<file path="config.mk">
export PLATFORM = sky130hd
export DESIGN_NAME = adc_serial_port
export DESIGN_NICKNAME = d
export VERILOG_FILES = /design/src/rtl/adc_sp_pkg.sv /design/src/rtl/adc_sp_sync.sv /design/src/rtl/adc_sp_conv_timer.sv /design/src/rtl/adc_sp_cfg_rx.sv /design/src/rtl/adc_sp_data_tx.sv /design/src/rtl/adc_serial_port.sv
export SDC_FILE = /design/constraint.sdc
export NUM_CORES = 1
export LEC_CHECK = 0
export BUFFER_PORTS_ARGS = -buffer_cell sky130_fd_sc_hd__buf_4
export CORE_ASPECT_RATIO = 1.4
export CORE_MARGIN = 2
export CORE_UTILIZATION = 40
export DETAILED_ROUTE_END_ITERATION = 7
export PLACE_DENSITY = 0.67
export SLEW_MARGIN = 20
export SYNTH_ARGS = -nofsm -noshare
export SYNTH_HDL_FRONTEND = slang
export SYNTH_HIERARCHICAL = 1
export SYNTH_SLANG_ARGS = --single-unit
</file>
<file path="constraint.sdc">
create_clock -name clk -period 2.8 [get_ports clk]
set_clock_uncertainty 0.2 [all_clocks]
set_input_delay 0.14 -clock clk [delete_from_list [all_inputs] [get_ports clk]]
set_output_delay 0.14 -clock clk [all_outputs]
set_load 0.02 [all_outputs]
</file>
<file path="src/rtl/adc_sp_pkg.sv">
package adc_sp_pkg;

  localparam int unsigned DATA_W_DEF      = 16;
  localparam int unsigned CFG_W_DEF       = 14;
  localparam int unsigned CONV_CYCLES_DEF = 40;

  // input order inside the synchronizer vector
  localparam int unsigned IDX_CNV = 0;
  localparam int unsigned IDX_SCK = 1;
  localparam int unsigned IDX_SDI = 2;
  localparam int unsigned N_SYNC  = 3;
  localparam int unsigned N_EDGE  = 2;

  // serial output state
  typedef enum logic [1:0] {
    TX_QUIET = 2'd0,  // released, nothing pending
    TX_ARMED = 2'd1,  // released, result waiting for first falling edge
    TX_BUSY  = 2'd2,  // driving 0 after end of conversion
    TX_SHIFT = 2'd3   // driving result bits
  } tx_state_e;

endpackage

</file>
<file path="src/rtl/adc_sp_sync.sv">
module adc_sp_sync #(
  parameter int unsigned N      = 3,
  parameter int unsigned EDGE_N = 2
) (
  input  logic              clk,
  input  logic              rst,
  input  logic [N-1:0]      async_in,
  output logic [N-1:0]      level,
  output logic [EDGE_N-1:0] prev
);

  generate
    for (genvar i = 0; i < N; i++) begin : g_bit
      logic meta_q;
      logic stab_q;

      always_ff @(posedge clk) begin
        if (rst) begin
          meta_q <= 1'b0;
          stab_q <= 1'b0;
        end else begin
          meta_q <= async_in[i];
          stab_q <= meta_q;
        end
      end

      assign level[i] = stab_q;

      // a third stage only for the inputs whose edges are needed
      if (i < EDGE_N) begin : g_edge
        logic dly_q;
        always_ff @(posedge clk) begin
          if (rst) dly_q <= 1'b0;
          else     dly_q <= stab_q;
        end
        assign prev[i] = dly_q;
      end
    end
  endgenerate

endmodule

</file>
<file path="src/rtl/adc_sp_conv_timer.sv">
module adc_sp_conv_timer #(
  parameter int unsigned CONV_CYCLES = 40
) (
  input  logic clk,
  input  logic rst,
  input  logic start,
  output logic converting,
  output logic eoc
);

  localparam int unsigned CW = $clog2(CONV_CYCLES + 1);

  logic [CW-1:0] remain_q;
  logic          run_q;

  always_ff @(posedge clk) begin
    if (rst) begin
      run_q    <= 1'b0;
      remain_q <= '0;
    end else if (run_q) begin
      if (remain_q == '0) run_q    <= 1'b0;
      else                remain_q <= remain_q - 1'b1;
    end else if (start) begin
      run_q    <= 1'b1;
      remain_q <= CW'(CONV_CYCLES - 1);
    end
  end

  assign converting = run_q;
  assign eoc        = run_q && (remain_q == '0);

endmodule

</file>
<file path="src/rtl/adc_sp_cfg_rx.sv">
module adc_sp_cfg_rx #(
  parameter int unsigned          CFG_W     = 14,
  parameter logic [CFG_W-1:0]     CFG_RESET = '1
) (
  input  logic             clk,
  input  logic             rst,
  input  logic             eoc,
  input  logic             converting,
  input  logic             sck_rise,
  input  logic             sdi,
  output logic [CFG_W-1:0] cfg_q
);

  localparam int unsigned RW = $clog2(CFG_W + 1);

  logic [RW-1:0]    taken_q;
  logic [CFG_W-1:0] shift_q;
  logic [CFG_W-1:0] shift_nx;

  assign shift_nx = {shift_q[CFG_W-2:0], sdi};

  always_ff @(posedge clk) begin
    if (rst) begin
      taken_q <= RW'(CFG_W);
      shift_q <= '0;
      cfg_q   <= CFG_RESET;
    end else if (eoc) begin
      taken_q <= '0;
    end else if (sck_rise && !converting && (taken_q < RW'(CFG_W))) begin
      shift_q <= shift_nx;
      taken_q <= taken_q + 1'b1;
      if (taken_q == RW'(CFG_W - 1)) cfg_q <= shift_nx;
    end
  end

endmodule

</file>
<file path="src/rtl/adc_sp_data_tx.sv">
module adc_sp_data_tx
  import adc_sp_pkg::*;
#(
  parameter int unsigned DATA_W = 16
) (
  input  logic              clk,
  input  logic              rst,
  input  logic              eoc,
  input  logic              converting,
  input  logic              cnv_level,
  input  logic              sck_fall,
  input  logic [DATA_W-1:0] sample,
  output logic              sdo_data,
  output logic              sdo_en
);

  localparam int unsigned BW = $clog2(DATA_W + 1);

  tx_state_e        st_q;
  logic [DATA_W-1:0] shreg_q;
  logic [BW-1:0]    sent_q;
  logic             bit_q;
  logic             drive;

  always_ff @(posedge clk) begin
    if (rst) begin
      st_q    <= TX_QUIET;
      shreg_q <= '0;
      sent_q  <= '0;
      bit_q   <= 1'b0;
    end else if (eoc) begin
      shreg_q <= sample;
      sent_q  <= '0;
      if (!cnv_level) begin
        st_q  <= TX_BUSY;
        bit_q <= 1'b0;
      end else begin
        st_q  <= TX_ARMED;
      end
    end else if (sck_fall && !converting) begin
      unique case (st_q)
        TX_BUSY, TX_ARMED: begin
          bit_q   <= shreg_q[DATA_W-1];
          shreg_q <= shreg_q << 1;
          sent_q  <= BW'(1);
          st_q    <= TX_SHIFT;
        end
        TX_SHIFT: begin
          if (sent_q == BW'(DATA_W)) begin
            st_q <= TX_QUIET;
          end else begin
            bit_q   <= shreg_q[DATA_W-1];
            shreg_q <= shreg_q << 1;
            sent_q  <= sent_q + 1'b1;
          end
        end
        default: ;
      endcase
    end
  end

  assign drive = (st_q == TX_BUSY) || (st_q == TX_SHIFT);

  always_ff @(posedge clk) begin
    if (rst) begin
      sdo_en   <= 1'b0;
      sdo_data <= 1'b0;
    end else begin
      sdo_en   <= drive && !cnv_level;
      sdo_data <= bit_q;
    end
  end

endmodule

</file>
<file path="src/rtl/adc_serial_port.sv">
module adc_serial_port
  import adc_sp_pkg::*;
#(
  parameter int unsigned      DATA_W      = DATA_W_DEF,
  parameter int unsigned      CFG_W       = CFG_W_DEF,
  parameter int unsigned      CONV_CYCLES = CONV_CYCLES_DEF,
  parameter logic [CFG_W-1:0] CFG_RESET   = '1
) (
  input  logic              clk,
  input  logic              rst,
  input  logic              cnv_in,
  input  logic              sck_in,
  input  logic              sdi_in,
  input  logic [DATA_W-1:0] sample_in,
  output logic              sdo_data,
  output logic              sdo_en,
  output logic [CFG_W-1:0]  cfg_out,
  output logic              converting
);

  logic [N_SYNC-1:0] lvl;
  logic [N_EDGE-1:0] lvl_d;
  logic [N_SYNC-1:0] raw;
  logic              cnv_rise;
  logic              sck_rise;
  logic              sck_fall;
  logic              eoc;

  always_comb begin
    raw          = '0;
    raw[IDX_CNV] = cnv_in;
    raw[IDX_SCK] = sck_in;
    raw[IDX_SDI] = sdi_in;
  end

  adc_sp_sync #(.N(N_SYNC), .EDGE_N(N_EDGE)) u_sync (
    .clk      (clk),
    .rst      (rst),
    .async_in (raw),
    .level    (lvl),
    .prev     (lvl_d)
  );

  assign cnv_rise = lvl[IDX_CNV] & ~lvl_d[IDX_CNV];
  assign sck_rise = lvl[IDX_SCK] & ~lvl_d[IDX_SCK];
  assign sck_fall = ~lvl[IDX_SCK] & lvl_d[IDX_SCK];

  adc_sp_conv_timer #(.CONV_CYCLES(CONV_CYCLES)) u_timer (
    .clk        (clk),
    .rst        (rst),
    .start      (cnv_rise),
    .converting (converting),
    .eoc        (eoc)
  );

  adc_sp_cfg_rx #(.CFG_W(CFG_W), .CFG_RESET(CFG_RESET)) u_cfg (
    .clk        (clk),
    .rst        (rst),
    .eoc        (eoc),
    .converting (converting),
    .sck_rise   (sck_rise),
    .sdi        (lvl[IDX_SDI]),
    .cfg_q      (cfg_out)
  );

  adc_sp_data_tx #(.DATA_W(DATA_W)) u_tx (
    .clk        (clk),
    .rst        (rst),
    .eoc        (eoc),
    .converting (converting),
    .cnv_level  (lvl[IDX_CNV]),
    .sck_fall   (sck_fall),
    .sample     (sample_in),
    .sdo_data   (sdo_data),
    .sdo_en     (sdo_en)
  );

endmodule

</file>
==> run metrics <==
run status=finished, final reports clean; sequential fraction of the synthesis area=44.56%; Port Buf Inserts=37; Area Overhead vs Synth=24.02%; kind of critical path=reg2reg; Ys Warns=6; CTS tree=built; Worst setup SP type=register; Max-Cap Viols=0; crit-path max FO=just under 50; Tmin final=2.340 ns; number of synthesized flops with an enable pin=0; via density per instance=about 5.0; Detail Placement HPWL=3899 um; worst slew pin tran=slightly below 0.5 ns; clock latency on the worst-skew pair=0.34 ns; Synth Instances=337; Synth Flop Type=dfxtp_1; Hold Path Class=reg2reg; ratio of cells with drive above 1 in the final layout=20.05%; initial antenna violation count=0; total grt overflow=0; # Post-CTS Setup Buffers=0; TritonCTS Buffers=9; non-filler instance count after layout=494; unrepaired setup endpoints after global routing=no; Initial Utilization=41.48%; Pleak=1.476 nW; top-area cell type share of the netlist area=44.56%; final setup TNS=0 ns; vias in the first global route=about 2300; die span in y=110.4 um; remaining antenna violation count after routing=0; CP arrival=2.36 ns; P per Cell Area=558.9 nW/um2; Syn Area/Cell=9.597 um2; core region area=7797 um2; Final Max Tran Viols=0; # diodes=0; Synth top cells by count=dfxtp_1, nor2_1, mux2i_1, nor2b_1, nand2_1; CP Capture Type=register; post-synth cell types=51; Area after DPL=3561 um2; Max clock buf depth=2; most frequent cell after synthesis=dfxtp_1; CTS Hold Bufs=21; CP max stage delay=0.47 ns; wire length per cell=12.30 um; via count=2492; largest net degree at the start of global routing=50; async set-or-reset flop fraction in the synthesized netlist=0%; Clock Tree Root=clkbuf_8; dominant cell type by area after synthesis=dfxtp_1; CTS clock-pin slew for the worst setup and hold paths=0.07 ns; final period utilization=83.57%; Max VDD drop=322.3 uV; # clock sinks=72; Max Freq=427.3 MHz; Post-Syn Area=approximately 3200 um2; GRT Overall Usage=15.04%; die span in x=80.00 um; crit path setup slack, layout=0.4599 ns; Fin. Hold Viols=0; CP Cell Sequence=inv_1, ha_1, or4bb_1, nor2_4, buf_12, nor2_1, a2111oi_0; CP max-delay cell=or4bb_1; dominant cells by area after synthesis=dfxtp_1, mux2i_1, nor2b_1; Mapped Nets=~370; Final setup viols=0; pre-CTS setup slack=0.4745 ns; final RePlAce weighted congestion=0.8708; final WL=between 6000 and 7000 um; Final nets=418; DRC errors left=0; flops & latches, synth=72; Final Cell Area=4011 um2; Rows=38; first-pass GRT wire length=10410 um; Slew HR=66.92%; Placed Cells=around 460; First-pass DRT Iterations=4; Die ar.=8831 um2; Max H-tree Level=3; DRT iter0 DRCs=117; CTS-repair resized insts=0; I/O pin count=38; Worst EP required=2.82 ns
## routing by layer
| layer | up-vias | wire [um] | global-route usage [%] | part of all wire (%) |
|---|---|---|---|---|
| li1 | 1293 | - | - | - |
| met1 | 1151 | 2819 | 18.69 | 46 |
| met2 | 36 | 2905 | 24.05 | 48 |
| met3 | 12 | 200 | 3.339 | 3.3 |
| met4 | 0 | 150 | 8.354 | 2.5 |
| met5 | - | 0 | 0 | 0 |
## kinds of logic (layout without fill, tap and decap cells)
group	after synthesis	in the layout	synth area share (%)
adders and majority gates	8	8	3.095
buffers and inverters	32	89	5.571
AOI/OAI and AO/OA	49	49	13.11
muxes	28	28	8.704
and+or+nand+nor	148	148	24.95
DFF	72	72	44.56
## layout make-up
type | instances | area, um2
sequential | 72 | 1441
inverter | 9 | 33.78
clock inverter | 4 | 75.07
timing repair buffer | 64 | 545.5
multi-input combinational | 233 | 1625
fill | 742 | 3786
tap | 100 | 125.1
clock buffer | 12 | 165.2
## critical path, delay by kind of cell, from the launching register on
family                     cells  cell delay, ns
adders and majority gates      1            0.18
AOI/OAI and AO/OA              1            0.41
and+or+nand+nor                3            0.76
DFF                            1            0.33
buffers and inverters          2            0.33
## placed cells by master (no fill, tap or decap), types with 8 or more instances in the layout
| cell | netlist | routed |
|---|---|---|
| dlygate4sd3_1 | 0 | 21 |
| nand2_1 | 26 | 26 |
| a21oi_1 | 9 | 9 |
| nor2b_1 | 27 | 27 |
| buf_4 | 7 | 42 |
| dfxtp_1 | 72 | 72 |
| nor3_1 | 18 | 17 |
| ha_1 | 8 | 8 |
| a2111oi_2 | 8 | 8 |
| clkbuf_8 | 0 | 12 |
| nor2_1 | 44 | 43 |
| mux2i_1 | 27 | 27 |
| inv_1 | 9 | 9 |
## metrics by stage
step / util, % / hold slack [ns] / power (mW)
3_3_place_gp: 45.67 / 0.1516 / 1.289
4_1_cts: 51.44 / 0.2402 / 2.270
2_1_floorplan: - / 0.009066 / 1.236
5_1_grt: 51.44 / 0.2608 / 2.340
6_report: 51.44 / 0.2389 / 2.242
3_5_place_dp: 45.67 / 0.1607 / 1.294
## report_power, final
| part | leakage [nW] | switching [mW] | internal [mW] | total, mW |
|---|---|---|---|---|
| clock | 0.115 | 0.373 | 0.574 | 0.947 |
| sequential | 0.584 | 0.0210 | 1.06 | 1.08 |
| combinational | 0.776 | 0.111 | 0.105 | 0.216 |
## final timing paths
check / cells past startpoint / endpoint / from / slack (ns)
setup / recovery: 7 / u_tx/shreg_q[3]$_SDFFE_PP0P_ / u_timer/remain_q[0]$_SDFFE_PP0P_ / 0.46
hold / removal: 1 / u_sync/g_bit[0].stab_q$_SDFF_PP0_ / u_sync/g_bit[0].meta_q$_SDFF_PP0_ / 0.24
setup reg to reg: 7 / u_tx/shreg_q[3]$_SDFFE_PP0P_ / u_timer/remain_q[0]$_SDFFE_PP0P_ / 0.46
hold reg to reg: 1 / u_sync/g_bit[0].stab_q$_SDFF_PP0_ / u_sync/g_bit[0].meta_q$_SDFF_PP0_ / 0.24
## flip-flops by register name, indices dropped and copies added, names as in the netlist
signal and flops:
u_cfg/taken_q 4, u_tx/sdo_en 1, u_tx/st_q 2, u_sync/g_bit.g_edge.dly_q 2
u_tx/bit_q 1, u_tx/sdo_data 1, u_cfg/shift_q 13, u_sync/g_bit.stab_q 3
u_timer/converting 1, u_tx/shreg_q 16, u_sync/g_bit.meta_q 3, u_tx/sent_q 5
u_timer/remain_q 6, u_cfg/cfg_q 14
No activity file was read; power rests on OpenSTA's default activity.
